--- config.mk ---
export PLATFORM = sky130hd
export DESIGN_NAME = spi_bit_override
export DESIGN_NICKNAME = d
export VERILOG_FILES = /design/src/rtl/spo_pkg.sv /design/src/rtl/spo_addr_idx.sv /design/src/rtl/spo_pay_win.sv /design/src/rtl/spo_lane_mux.sv /design/src/rtl/spi_bit_override.sv
export SDC_FILE = /design/constraint.sdc
export NUM_CORES = 1
export LEC_CHECK = 0
export BUFFER_PORTS_ARGS = -buffer_cell sky130_fd_sc_hd__buf_2
export CORE_MARGIN = 1
export CORE_UTILIZATION = 45
export DETAILED_ROUTE_END_ITERATION = 8
export HOLD_SLACK_MARGIN = 0.15
export PLACE_DENSITY_LB_ADDON = 0.05
export SLEW_MARGIN = 0
export SYNTH_ARGS = -nofsm -noshare
export SYNTH_HDL_FRONTEND = slang
export SYNTH_SLANG_ARGS = --single-unit
--- constraint.sdc ---
create_clock -name clk -period 3.73 [get_ports clk]
set_input_delay 0.1865 -clock clk [delete_from_list [all_inputs] [get_ports clk]]
set_output_delay 0.1865 -clock clk [all_outputs]
set_load 0.005 [all_outputs]
--- src/rtl/spo_pkg.sv ---
package spo_pkg;
  typedef enum logic [1:0] {
    SRC_HOST = 2'd0,
    SRC_ADDR = 2'd1,
    SRC_PAY  = 2'd2
  } src_e;
endpackage

--- src/rtl/spo_addr_idx.sv ---
module spo_addr_idx #(
  parameter int unsigned WIDTH  = 32,
  parameter int unsigned NARROW = 24
) (
  input  logic                     clk,
  input  logic                     rst_n,
  input  logic                     cs_n,
  input  logic                     phase,
  input  logic                     wide,
  output logic [$clog2(WIDTH)-1:0] idx_o
);
  localparam int unsigned IW = $clog2(WIDTH);

  logic          phase_q;
  logic [IW-1:0] idx_q;
  logic [IW-1:0] idx_eff;
  logic [IW-1:0] top_idx;

  assign top_idx = wide ? IW'(WIDTH - 1) : IW'(NARROW - 1);
  // first address bit uses the top index directly, no lost cycle
  assign idx_eff = (phase && !phase_q) ? top_idx : idx_q;
  assign idx_o   = idx_eff;

  always_ff @(posedge clk or negedge rst_n) begin
    if (!rst_n) begin
      phase_q <= 1'b0;
      idx_q   <= '0;
    end else if (cs_n) begin
      phase_q <= 1'b0;
      idx_q   <= '0;
    end else begin
      phase_q <= phase;
      if (phase) begin
        idx_q <= (idx_eff != '0) ? idx_eff - 1'b1 : '0;
      end
    end
  end

  // index steps down by one per address bit
  p_idx_step_r2: assert property (@(posedge clk) disable iff (!rst_n)
    (!cs_n && phase && idx_eff != '0) |=> (idx_q == IW'($past(idx_eff) - 1'b1)));

  // index sticks at zero
  p_idx_floor_r2: assert property (@(posedge clk) disable iff (!rst_n)
    (!cs_n && phase && idx_eff == '0) |=> (idx_q == '0));
endmodule

--- src/rtl/spo_pay_win.sv ---
module spo_pay_win #(
  parameter int unsigned WIDTH = 32
) (
  input  logic                     clk,
  input  logic                     rst_n,
  input  logic                     cs_n,
  input  logic                     start,
  output logic                     active_o,
  output logic [$clog2(WIDTH)-1:0] idx_o
);
  localparam int unsigned IW = $clog2(WIDTH);

  logic          flag_q;
  logic [IW-1:0] cnt_q;
  logic          start_v;
  logic          act;
  logic [IW-1:0] idx_eff;

  assign start_v  = start & ~cs_n;
  assign idx_eff  = start_v ? IW'(WIDTH - 1) : cnt_q;
  assign act      = (flag_q & ~cs_n) | start_v;
  assign active_o = act;
  assign idx_o    = idx_eff;

  always_ff @(posedge clk or negedge rst_n) begin
    if (!rst_n) begin
      flag_q <= 1'b0;
      cnt_q  <= '0;
    end else if (cs_n) begin
      flag_q <= 1'b0;
    end else if (act) begin
      if (idx_eff == '0) begin
        flag_q <= 1'b0;
      end else begin
        flag_q <= 1'b1;
        cnt_q  <= idx_eff - 1'b1;
      end
    end
  end

  // window closes after the bit at index zero
  p_win_close_r4: assert property (@(posedge clk) disable iff (!rst_n)
    (act && idx_eff == '0 && !cs_n) |=> !flag_q);

  // counter frozen while no window is open
  p_cnt_hold_r4: assert property (@(posedge clk) disable iff (!rst_n)
    (!act) |=> $stable(cnt_q));

  // chip select high ends the window
  p_cs_close_r7: assert property (@(posedge clk) disable iff (!rst_n)
    cs_n |=> !flag_q);
endmodule

--- src/rtl/spo_lane_mux.sv ---
module spo_lane_mux #(
  parameter int unsigned LANES = 4
) (
  input  logic [LANES-1:0] host,
  input  logic             swap,
  input  logic             bit_i,
  output logic [LANES-1:0] out
);
  for (genvar g = 0; g < LANES; g++) begin : g_lane
    if (g == 0) begin : g_sub
      assign out[g] = swap ? bit_i : host[g];
    end else begin : g_thru
      assign out[g] = host[g];
    end
  end
endmodule

--- src/rtl/spi_bit_override.sv ---
module spi_bit_override #(
  parameter int unsigned LANES       = 4,
  parameter int unsigned ADDR_W      = 32,
  parameter int unsigned ADDR_NARROW = 24,
  parameter int unsigned PAY_W       = 32
) (
  input  logic              clk,
  input  logic              rst_n,
  input  logic              cs_n,
  input  logic [LANES-1:0]  host_d,
  input  logic              addr_phase,
  input  logic              addr_wide,
  input  logic              addr_ovr_en,
  input  logic [ADDR_W-1:0] addr_mask,
  input  logic [ADDR_W-1:0] addr_value,
  input  logic              pay_start,
  input  logic              pay_ovr_en,
  input  logic [PAY_W-1:0]  pay_mask,
  input  logic [PAY_W-1:0]  pay_data,
  output logic [LANES-1:0]  dn_d
);
  import spo_pkg::*;

  localparam int unsigned AIW = $clog2(ADDR_W);
  localparam int unsigned PIW = $clog2(PAY_W);

  logic [AIW-1:0]   a_idx;
  logic [PIW-1:0]   p_idx;
  logic             p_act;
  src_e             src;
  logic             repl;
  logic [LANES-1:0] dn_next;

  spo_addr_idx #(.WIDTH(ADDR_W), .NARROW(ADDR_NARROW)) u_addr (
    .clk   (clk),
    .rst_n (rst_n),
    .cs_n  (cs_n),
    .phase (addr_phase),
    .wide  (addr_wide),
    .idx_o (a_idx)
  );

  spo_pay_win #(.WIDTH(PAY_W)) u_pay (
    .clk      (clk),
    .rst_n    (rst_n),
    .cs_n     (cs_n),
    .start    (pay_start),
    .active_o (p_act),
    .idx_o    (p_idx)
  );

  // address override outranks payload override
  always_comb begin
    if (addr_phase && addr_ovr_en && !cs_n) begin
      src = SRC_ADDR;
    end else if (p_act && pay_ovr_en) begin
      src = SRC_PAY;
    end else begin
      src = SRC_HOST;
    end
  end

  always_comb begin
    unique case (src)
      SRC_ADDR: repl = addr_mask[a_idx] ? addr_value[a_idx] : host_d[0];
      SRC_PAY:  repl = pay_mask[p_idx]  ? pay_data[p_idx]   : host_d[0];
      default:  repl = host_d[0];
    endcase
  end

  spo_lane_mux #(.LANES(LANES)) u_mux (
    .host  (host_d),
    .swap  (src != SRC_HOST),
    .bit_i (repl),
    .out   (dn_next)
  );

  // launch on the falling edge for downstream setup margin
  always_ff @(negedge clk or negedge rst_n) begin
    if (!rst_n) begin
      dn_d <= '0;
    end else begin
      dn_d <= dn_next;
    end
  end

  // upper lanes never altered
  p_upper_lanes_r6: assert property (@(posedge clk) disable iff (!rst_n)
    dn_d[LANES-1:1] == host_d[LANES-1:1]);
endmodule

==> results.json, run 1 <==
{
  "ys.flop_type": "dfrtp_1",
  "violations": "negative setup slack",
  "clockRootBuffer": "clkbuf_8",
  "synth.distinct_cells": 54,
  "grt_max_degree": 25,
  "antenna_found_initial": 0,
  "hold_viol": 0,
  "tightest_slew_ns": 0.4398,
  "wl_per_cell_um": 14.83,
  "finalSetupViolations": 1,
  "drv_cap": 0,
  "grt_use_total_pct": 28.76,
  "setup_slack_ns": -0.1097,
  "grt_use_met2_pct": 46.77,
  "slew_headroom_pct": 69.92,
  "power-per-cell-area_nw_per_um2": 334.3,
  "cts_tree": "yes",
  "holdPathStages": 3,
  "async_reset_ff_share_pct": 100.0,
  "synth_fp_nets": 429,
  "overflow": 0,
  "synthCells": 287,
  "ff_latch_area_um2": 402.9,
  "firstDrtPassIters": 7,
  "drtIter0Drc": 138,
  "clockBufferDepth": 2,
  "syn-cell-area_um2": 2175,
  "vias_per_cell": 5.699,
  "ir_drop_v": 0.0002815,
  "port_buffers": 143,
  "route.vias.total": 2935,
  "rr_worst_depth": 9,
  "fill_cells": 376,
  "hold_ws_ns": 0.2961,
  "critPathMaxFanout": 6,
  "grt_busiest_layer": "met2",
  "start_kind": "register",
  "skew_ns": 0.01673,
  "multi_input_area_um2": 1700,
  "status": "finished, violations left",
  "grt_pass1_wl_um": 11810,
  "rows": 24,
  "crit_required_ns": 1.96,
  "htreeDepth": 1,
  "clkSinkCount": 16,
  "grt_use_met1_pct": 39.86,
  "wl_um": 7637,
  "hold_path.class": "in2reg",
  "synth_edf_count": 0,
  "dieArea_um2": 5114,
  "clkTransAtPathRegs_ns": 0.06,
  "clk_latency_ns": 0.26,
  "rrSetupSlack_ns": -0.11,
  "core_area_um2": 4504,
  "slew_violations": 0,
  "area_growth_pct": 55.87,
  "fin_nets": 606,
  "p_leak_nw": 1.598,
  "drive_gt1_share_pct": 49.03,
  "drc_errors": 0,
  "num_antenna_cells": 0,
  "met3_usage_pct": 3.938,
  "critPathCaptureType": "register",
  "crit_arrival_ns": 2.07,
  "power_w": 0.001133,
  "avgSynthCellArea_um2": 7.577,
  "dpl.hpwl_um": 6047,
  "initial_core_util_pct": 48.28,
  "rsz0062_at_grt": "yes",
  "crit_type": "reg2reg",
  "die_y_um": 71.52,
  "final_antenna_net_count": 0,
  "dieWidth_um": 71.52,
  "synth_seq_cells": 16,
  "grt_pass1_vias": 2738,
  "ys_warn_count": 0,
  "ys_seq_area_share_pct": 18.41,
  "cts_buffers": 3,
  "pin_count": 144,
  "gp_congestion": 0.9036
}
-- logic make-up after synthesis --
family / synth area share (%)
and+or+nand+nor: 28.19
xor gates and xnor gates: 0.4028
DFF: 18.41
adders and majority gates: 1.151
AOI/OAI and AO/OA: 26.93
muxes: 18.99
buffers and inverters: 5.926
-- cell usage after synthesis, drive strengths merged (6+ instances only) --
master / instances / share of area (%)
a211oi: 13 / 4.5
clkbuf: 7 / 1.2
nand2b: 15 / 4.4
nand2: 20 / 3.5
mux2i: 22 / 11
o21ai: 25 / 5.8
nor3: 21 / 4.8
nor2b: 10 / 3.0
nor2: 25 / 4.3
dfrtp: 12 / 14
inv: 6 / 1.0
mux2: 8 / 4.1
a21oi: 16 / 3.7
buf: 15 / 3.7
nand3: 9 / 2.1
-- report_power, final --
part	internal [W]	switching, W
combinational	0.000392	0.000371
sequential	0.000203	0.0000324
clock	0.0000757	0.0000586
-- area by class of cell --
type | instances | share of cell area, %
sequential | 16 | 11.89
timing repair buffer | 194 | 34.03
clock buffer | 4 | 1.329
tap | 52 | 1.920
multi-input combinational | 243 | 50.17
inverter | 6 | 0.6645
-- layout by cell type, fill, tap and decap left out, types with 3 or more instances in the layout --
cell type	n
a211oi_1	12
a21oi_1	16
a221oi_1	3
a22o_1	3
a22oi_1	3
buf_12	3
buf_2	143
buf_4	43
buf_6	4
clkbuf_8	3
dfrtn_1	4
dfrtp_1	10
inv_1	5
mux2_2	7
mux2i_1	21
mux4_2	4
nand2_1	19
nand2b_1	12
nand3_1	9
nand3b_1	3
nor2_1	25
nor2b_1	8
nor3_1	18
nor3_2	3
nor4_1	3
o21ai_0	24
o31ai_1	4
-- worst max-delay path, cell delays in order (launching register included) --
cell and delay (ns):
dfrtp_2 0.47, buf_6 0.16, mux2_4 0.29, o21ai_1 0.13
nor3_1 0.07, nor3_1 0.25, nor4_1 0.09, buf_4 0.14
mux2i_1 0.15, a32oi_1 0.08
-- metal layers --
metal | part of all wire (%) | wire (µm) | vias up
li1 | - | - | 1439
met1 | 45 | 3446 | 1345
met2 | 46 | 3491 | 132
met3 | 7.1 | 542 | 19
met4 | 2.1 | 157 | 0
met5 | 0 | 0 | -
-- sequential cells by signal (all words and copies together), names as in the netlist --
register	cells
u_pay.cnt_q	5
u_pay.flag_q	1
u_addr.phase_q	1
dn_d	4
u_addr.idx_q	5
-- through the flow --
stage / worst slack, ns / util [%] / setup TNS (ns) / area (µm²) / std cells
after floorplan: -0.01017 / - / -0.01017 / 2175 / 287
after global placement: -0.1983 / 72.08 / -0.1983 / 3247 / 508
after detailed placement: -0.1997 / 72.08 / -0.1997 / 3247 / 508
after CTS: -0.1151 / 74.14 / -0.1151 / 3339 / 514
after global routing: -0.1951 / 75.25 / -0.1951 / 3390 / 515
final: -0.1097 / 75.25 / -0.1097 / 3390 / 515
-- what timing repair did --
| action | 4_1_cts | 5_1_grt |
|---|---|---|
| setup buffers | 1 | 1 |
| hold buffers | 1 | 0 |
| pin swaps | 4 | 8 |
| endpoints found under the setup margin | 1 | 1 |
| hold endpoints to repair | 12 | 0 |
| resized for setup | 10 | 13 |
-- path summary, 6_finish.rpt --
check | from | endpoint
setup / recovery | u_pay.cnt_q[0]$_DFFE_PN0P_ | dn_d[0]$_DFF_NN0_
hold / removal | cs_n | u_addr.idx_q[4]$_DFFE_PN0P_
setup reg to reg | u_pay.cnt_q[0]$_DFFE_PN0P_ | dn_d[0]$_DFF_NN0_
hold reg to reg | u_addr.idx_q[4]$_DFFE_PN0P_ | u_addr.idx_q[4]$_DFFE_PN0P_
max in group asynchronous | rst_n | dn_d[0]$_DFF_NN0_
min in group asynchronous | rst_n | u_pay.cnt_q[2]$_DFFE_PN0P_
Power figures use the tool's default switching activity.
==> run 2, diff against run 1 <==
CTS_BUF_LIST = sky130_fd_sc_hd__clkbuf_4   (was unset)
==> run 2 against run 1 <==
  * The run still ends with negative setup slack left
  * Cell area is 0.41% lower
  * Wire length is 0.50% lower
  * Global-route usage is 0.081 points lower
  * Hold slack worse by 0.047 ns
  * Sequential share of layout area hardly changed
  * Clock skew is 0.011 ns lower
  * Combinational power is 2% higher
  * Clock power is 23% lower
==> results.json, run 2 (synthesized netlist as in run 1, its figures left out) <==
{
  "status": "finished, violations left",
  "violations": "negative setup slack",
  "dpl.hpwl_um": 6047,
  "crit_chain": "buf_6 > buf_12 > mux2i_2 > a211oi_2 > a211oi_1 > nor4_1 > buf_4 > mux2i_1 > a32oi_1",
  "num_antenna_cells": 0,
  "p_leak_nw": 1.597,
  "hold_ws_ns": 0.2489,
  "slew_headroom_pct": 70.30,
  "die_y_um": 71.52,
  "grt_max_degree": 25,
  "clkSinkCount": 16,
  "postPlaceCellArea_um2": 3247,
  "crit_type": "reg2reg",
  "reg_top3": "u_addr.idx_q (5), u_pay.cnt_q (5), dn_d (4)",
  "crit_arrival_ns": 2.17,
  "dieWidth_um": 71.52,
  "antenna_found_initial": 0,
  "grt_use_total_pct": 28.68,
  "clk_latency_ns": 0.29,
  "clockRootBuffer": "clkbuf_4",
  "clkTransAtPathRegs_ns": 0.09,
  "rsz0062_at_grt": "yes",
  "rows": 24,
  "fin_area_um2": 3376,
  "gp_congestion": 0.9036,
  "area_growth_pct": 55.24,
  "power_w": 0.001115,
  "drc_errors": 0,
  "cp_slowest_cell": "dfrtp_2",
  "dieArea_um2": 5114,
  "port_buffers": 143,
  "critPathMaxFanout": 6,
  "initial_core_util_pct": 48.28,
  "vias_per_cell": 5.730,
  "finalSetupViolations": 1,
  "wl_per_cell_um": 14.76,
  "crit_required_ns": 1.99,
  "skew_ns": 0.005290,
  "final_common_cell": "buf_2",
  "met2_length_um": 3521,
  "start_kind": "register",
  "clockBufferDepth": 2,
  "pin_count": 144,
  "wl_met3_um": 604,
  "core_area_um2": 4504,
  "ir_drop_v": 0.0002977,
  "final_antenna_net_count": 0,
  "drtIter0Drc": 160,
  "power-per-cell-area_nw_per_um2": 330.4,
  "hold_viol": 0,
  "overflow": 0,
  "drive_gt1_share_pct": 49.03,
  "hold_path.class": "in2reg",
  "htreeDepth": 1,
  "rrSetupSlack_ns": -0.17,
  "tightest_slew_ns": 0.4343,
  "place_ws_ns": -0.1997,
  "wl_um": 7599,
  "critical_path_buf_inv_count": 3,
  "final_cell_mix": "143 x buf_2, 44 x buf_4, 25 x nor2_1",
  "setup_slack_ns": -0.1742,
  "slowest_delay_ns": 0.47,
  "slew_violations": 0,
  "critPathCaptureType": "register",
  "topRoutingLayerUsed": "met4",
  "grt_pass1_wl_um": 11780,
  "cts_tree": "yes",
  "routedLengthMet1_um": 3374,
  "drv_cap": 0,
  "route.vias.total": 2951,
  "grt_pass1_vias": 2732,
  "fin_nets": 606,
  "crit_family": "flip-flops",
  "firstDrtPassIters": 5,
  "cts_buffers": 3
}
==> run 2: changes by cell type in the layout (fill, tap and decap cells not counted), moves of 2 or more <==
cell      previous run  this run
nor3_2               3         1
o21ai_0             24        22
buf_6                4         2
clkbuf_8             3         0
clkbuf_4             0         4
o21ai_1              1         3
nor3_1              18        20
==> run 2: final timing paths <==
check	start	endpoint	cells past startpoint
hold / removal	cs_n	u_addr.idx_q[4]$_DFFE_PN0P_	3
max in group asynchronous	rst_n	dn_d[3]$_DFF_NN0_	2
setup / recovery	u_pay.cnt_q[0]$_DFFE_PN0P_	dn_d[0]$_DFF_NN0_	9
min in group asynchronous	rst_n	u_addr.idx_q[0]$_DFFE_PN0P_	2
setup reg to reg	u_pay.cnt_q[0]$_DFFE_PN0P_	dn_d[0]$_DFF_NN0_	9
hold reg to reg	u_addr.phase_q$_DFF_PN0_	u_addr.idx_q[0]$_DFFE_PN0P_	2
==> run 2: tightest hold or removal path, cell delays in order <==
cell,delay [ns]
buf_2,0.10
buf_4,0.16
nor2_1,0.06
==> run 2: through the flow <==
stage / std cells / setup TNS (ns) / utilization [%]
global route: 515 / -0.2782 / 74.94
detailed placement: 508 / -0.1997 / 72.08
CTS: 515 / -0.1344 / 74.25
finish: 515 / -0.1742 / 74.94
floorplan: 287 / -0.01017 / -
global placement: 508 / -0.1983 / 72.08
==> run 2: power by group <==
part           internal (W)  switching, W  leakage [nW]
registers          0.000202     0.0000315         0.189
clock network     0.0000488     0.0000546        0.0184
logic              0.000399      0.000379          1.39
==> run 2: final cells by class <==
cell class | instances | area (µm²)
repair buffers | 194 | 1159
multi-input cells | 243 | 1697
clock buffers | 4 | 30.03
inverters | 6 | 22.52
well taps | 52 | 65.06
flip-flops and latches | 16 | 402.9
fillers | 382 | 1129
==> run 2: timing repair <==
item | 4_1_cts | 5_1_grt
buffers inserted | 2 | 0
endpoints found under the setup margin | 1 | 1
resized for setup | 11 | 10
hold buffers | 1 | 0
endpoints found under the hold margin | 12 | 0
pin swaps | 5 | 5
==> run 2: metal layers <==
layer  track usage, %  up-vias
met5                0        -
met4            7.843        0
met3            4.641       12
met2            46.88      150
met1            39.54     1344
li1                 -     1445
==> run 3, diff against run 2 <==
CORE_UTILIZATION = 40   (was 45)
TNS_END_PERCENT = 1   (was unset)
clock period = 3.5 ns   (was 3.73 ns; I/O delays follow)
==> run 3 against run 2 <==
  * The run still ends with negative setup slack left
  * Largest cell class unchanged
  * Clock-buffer cell count is 1 lower
  * Core utilization is 8.5 points lower
  * Via count hardly changed
  * Wire length is 1.9% higher
  * Setup slack worse by 0.071 ns
  * Critical path depth is 2 lower
  * Critical path type unchanged
  * Cell area is 1.8% higher
  * Highest routed layer unchanged
  * Non-clock buffer count is 8 higher
==> results.json, run 3 (synthesized netlist as in run 1, its figures left out) <==
{
  "clk_latency_ns": 0.28,
  "slowest_delay_ns": 0.39,
  "final_common_cell": "buf_2",
  "crit_arrival_ns": 2.12,
  "hold_path.class": "in2reg",
  "htreeDepth": 1,
  "rsz0062_at_grt": "yes",
  "clockBufferDepth": 2,
  "rows": 26,
  "core_area_um2": 5172,
  "cts_buffers": 3,
  "hold_ws_ns": 0.2432,
  "pin_count": 144,
  "ir_drop_v": 0.0002956,
  "wl_um": 7746,
  "critPathMaxFanout": 5,
  "vias_per_cell": 5.458,
  "die_y_um": 75.73,
  "p_leak_nw": 1.623,
  "numPlacedInstances": 533,
  "power.share.clock_pct": 8.5,
  "power-per-cell-area_nw_per_um2": 345.3,
  "port_buffers": 143,
  "grt_pass1_vias": 2612,
  "clkTransAtPathRegs_ns": 0.09,
  "hold_viol": 0,
  "antenna_found_initial": 0,
  "final_cell_mix": "143 x buf_2, 55 x buf_4, 25 x o21ai_0",
  "grt_pass1_wl_um": 11670,
  "crit_required_ns": 1.87,
  "overflow": 0,
  "setup_slack_ns": -0.2452,
  "reg_top3": "u_addr.idx_q (5), u_pay.cnt_q (5), dn_d (4)",
  "slew_headroom_pct": 73.48,
  "finalSetupViolations": 1,
  "firstDrtPassIters": 4,
  "status": "finished, violations left",
  "critical_path_buf_inv_count": 0,
  "fin_nets": 614,
  "critPathCaptureType": "register",
  "final_antenna_net_count": 0,
  "power.switching_w": 0.0004925,
  "crit_type": "reg2reg",
  "clockRootBuffer": "clkbuf_4",
  "final_cells": 541,
  "grt_max_degree": 20,
  "dieWidth_um": 75.73,
  "drc_errors": 0,
  "start_kind": "register",
  "rr_worst_depth": 7,
  "violations": "negative setup slack",
  "holdPathStages": 3,
  "power.internal_w": 0.0006944,
  "switching_share_pct": 41.49,
  "cts_tree": "yes",
  "cp_slowest_cell": "dfrtp_1",
  "clkSinkCount": 16,
  "utilization_pct": 66.45,
  "initial_core_util_pct": 42.04,
  "tightest_slew_ns": 0.3968,
  "grt_use_total_pct": 26.11,
  "route.vias.total": 2953,
  "crit_chain": "and2b_4 > mux2i_4 > mux2i_1 > a211oi_1 > a211o_1 > a31oi_2 > a32oi_1",
  "crit_family": "compound AO/OA/AOI/OAI gates",
  "dpl.hpwl_um": 6368,
  "gp_congestion": 0.9694,
  "drive_gt1_share_pct": 49.26,
  "skew_ns": 0.004102,
  "worst-path-stages": 7,
  "drtIter0Drc": 217,
  "p_seq_share_pct": 20.9,
  "place_ws_ns": -0.3538,
  "p_comb_share_pct": 70.6,
  "num_antenna_cells": 0,
  "area_growth_pct": 58.06,
  "drv_cap": 0,
  "slew_violations": 0,
  "wl_per_cell_um": 14.32,
  "dieArea_um2": 5735,
  "fin_tns_setup_ns": -0.2452
}
[run 3: final timing paths]
path / from / end / slack (ns)
worst max-delay path: u_addr.phase_q$_DFF_PN0_ / dn_d[0]$_DFF_NN0_ / -0.25
worst min-delay path: cs_n / u_addr.idx_q[4]$_DFFE_PN0P_ / 0.24
worst max register to register: u_addr.phase_q$_DFF_PN0_ / dn_d[0]$_DFF_NN0_ / -0.25
worst min register to register: u_addr.idx_q[4]$_DFFE_PN0P_ / u_addr.idx_q[4]$_DFFE_PN0P_ / 0.54
max in group asynchronous: rst_n / dn_d[0]$_DFF_NN0_ / 1.26
min in group asynchronous: rst_n / u_pay.cnt_q[2]$_DFFE_PN0P_ / 0.31
[run 3: worst min-delay path: stages]
cell and delay, ns:
buf_2 0.10, buf_4 0.16, nor2_1 0.06
[run 3: cell type report]
cell class | count | area [µm²]
multi-input combinational | 243 | 1700
clock inverter | 1 | 3.754
timing repair buffer | 202 | 1199
clock buffer | 3 | 22.52
sequential | 16 | 401.6
fill | 480 | 1735
tap | 70 | 87.58
inverter | 6 | 22.52
[run 3: what timing repair did]
action / 4_1_cts / 5_1_grt
hold buffers: 1 / 0
resized for setup: 6 / 8
pin swaps: 6 / 1
endpoints found under the setup margin: 1 / 1
setup buffers: 0 / 3
endpoints found under the hold margin: 12 / 0
[run 3: power groups by stage]
stage | registers (W) | clock network [W] | logic (W)
global route | 0.000254 | 0.000112 | 0.000915
detailed placement | 0.000256 | 0 | 0.000791
global placement | 0.000255 | 0 | 0.000780
CTS | 0.000253 | 0.000105 | 0.000803
floorplan | 0.000242 | 0 | 0.000448
finish | 0.000249 | 0.000101 | 0.000838
[run 3: through the flow]
| stage | area [µm²] | total power [W] |
|---|---|---|
| final | 3437 | 0.001187 |
| after global routing | 3437 | 0.001282 |
| after CTS | 3381 | 0.001160 |
| after detailed placement | 3322 | 0.001046 |
| after global placement | 3322 | 0.001035 |
| after floorplan | 2175 | 0.0006894 |
[run 3: routing by layer]
layer	up-vias	track usage (%)	part of all wire, %
met5	-	0	0
met3	6	3.307	7.5
li1	1459	-	-
met2	142	41.96	47
met1	1346	38.01	45
met4	0	4.115	0.43
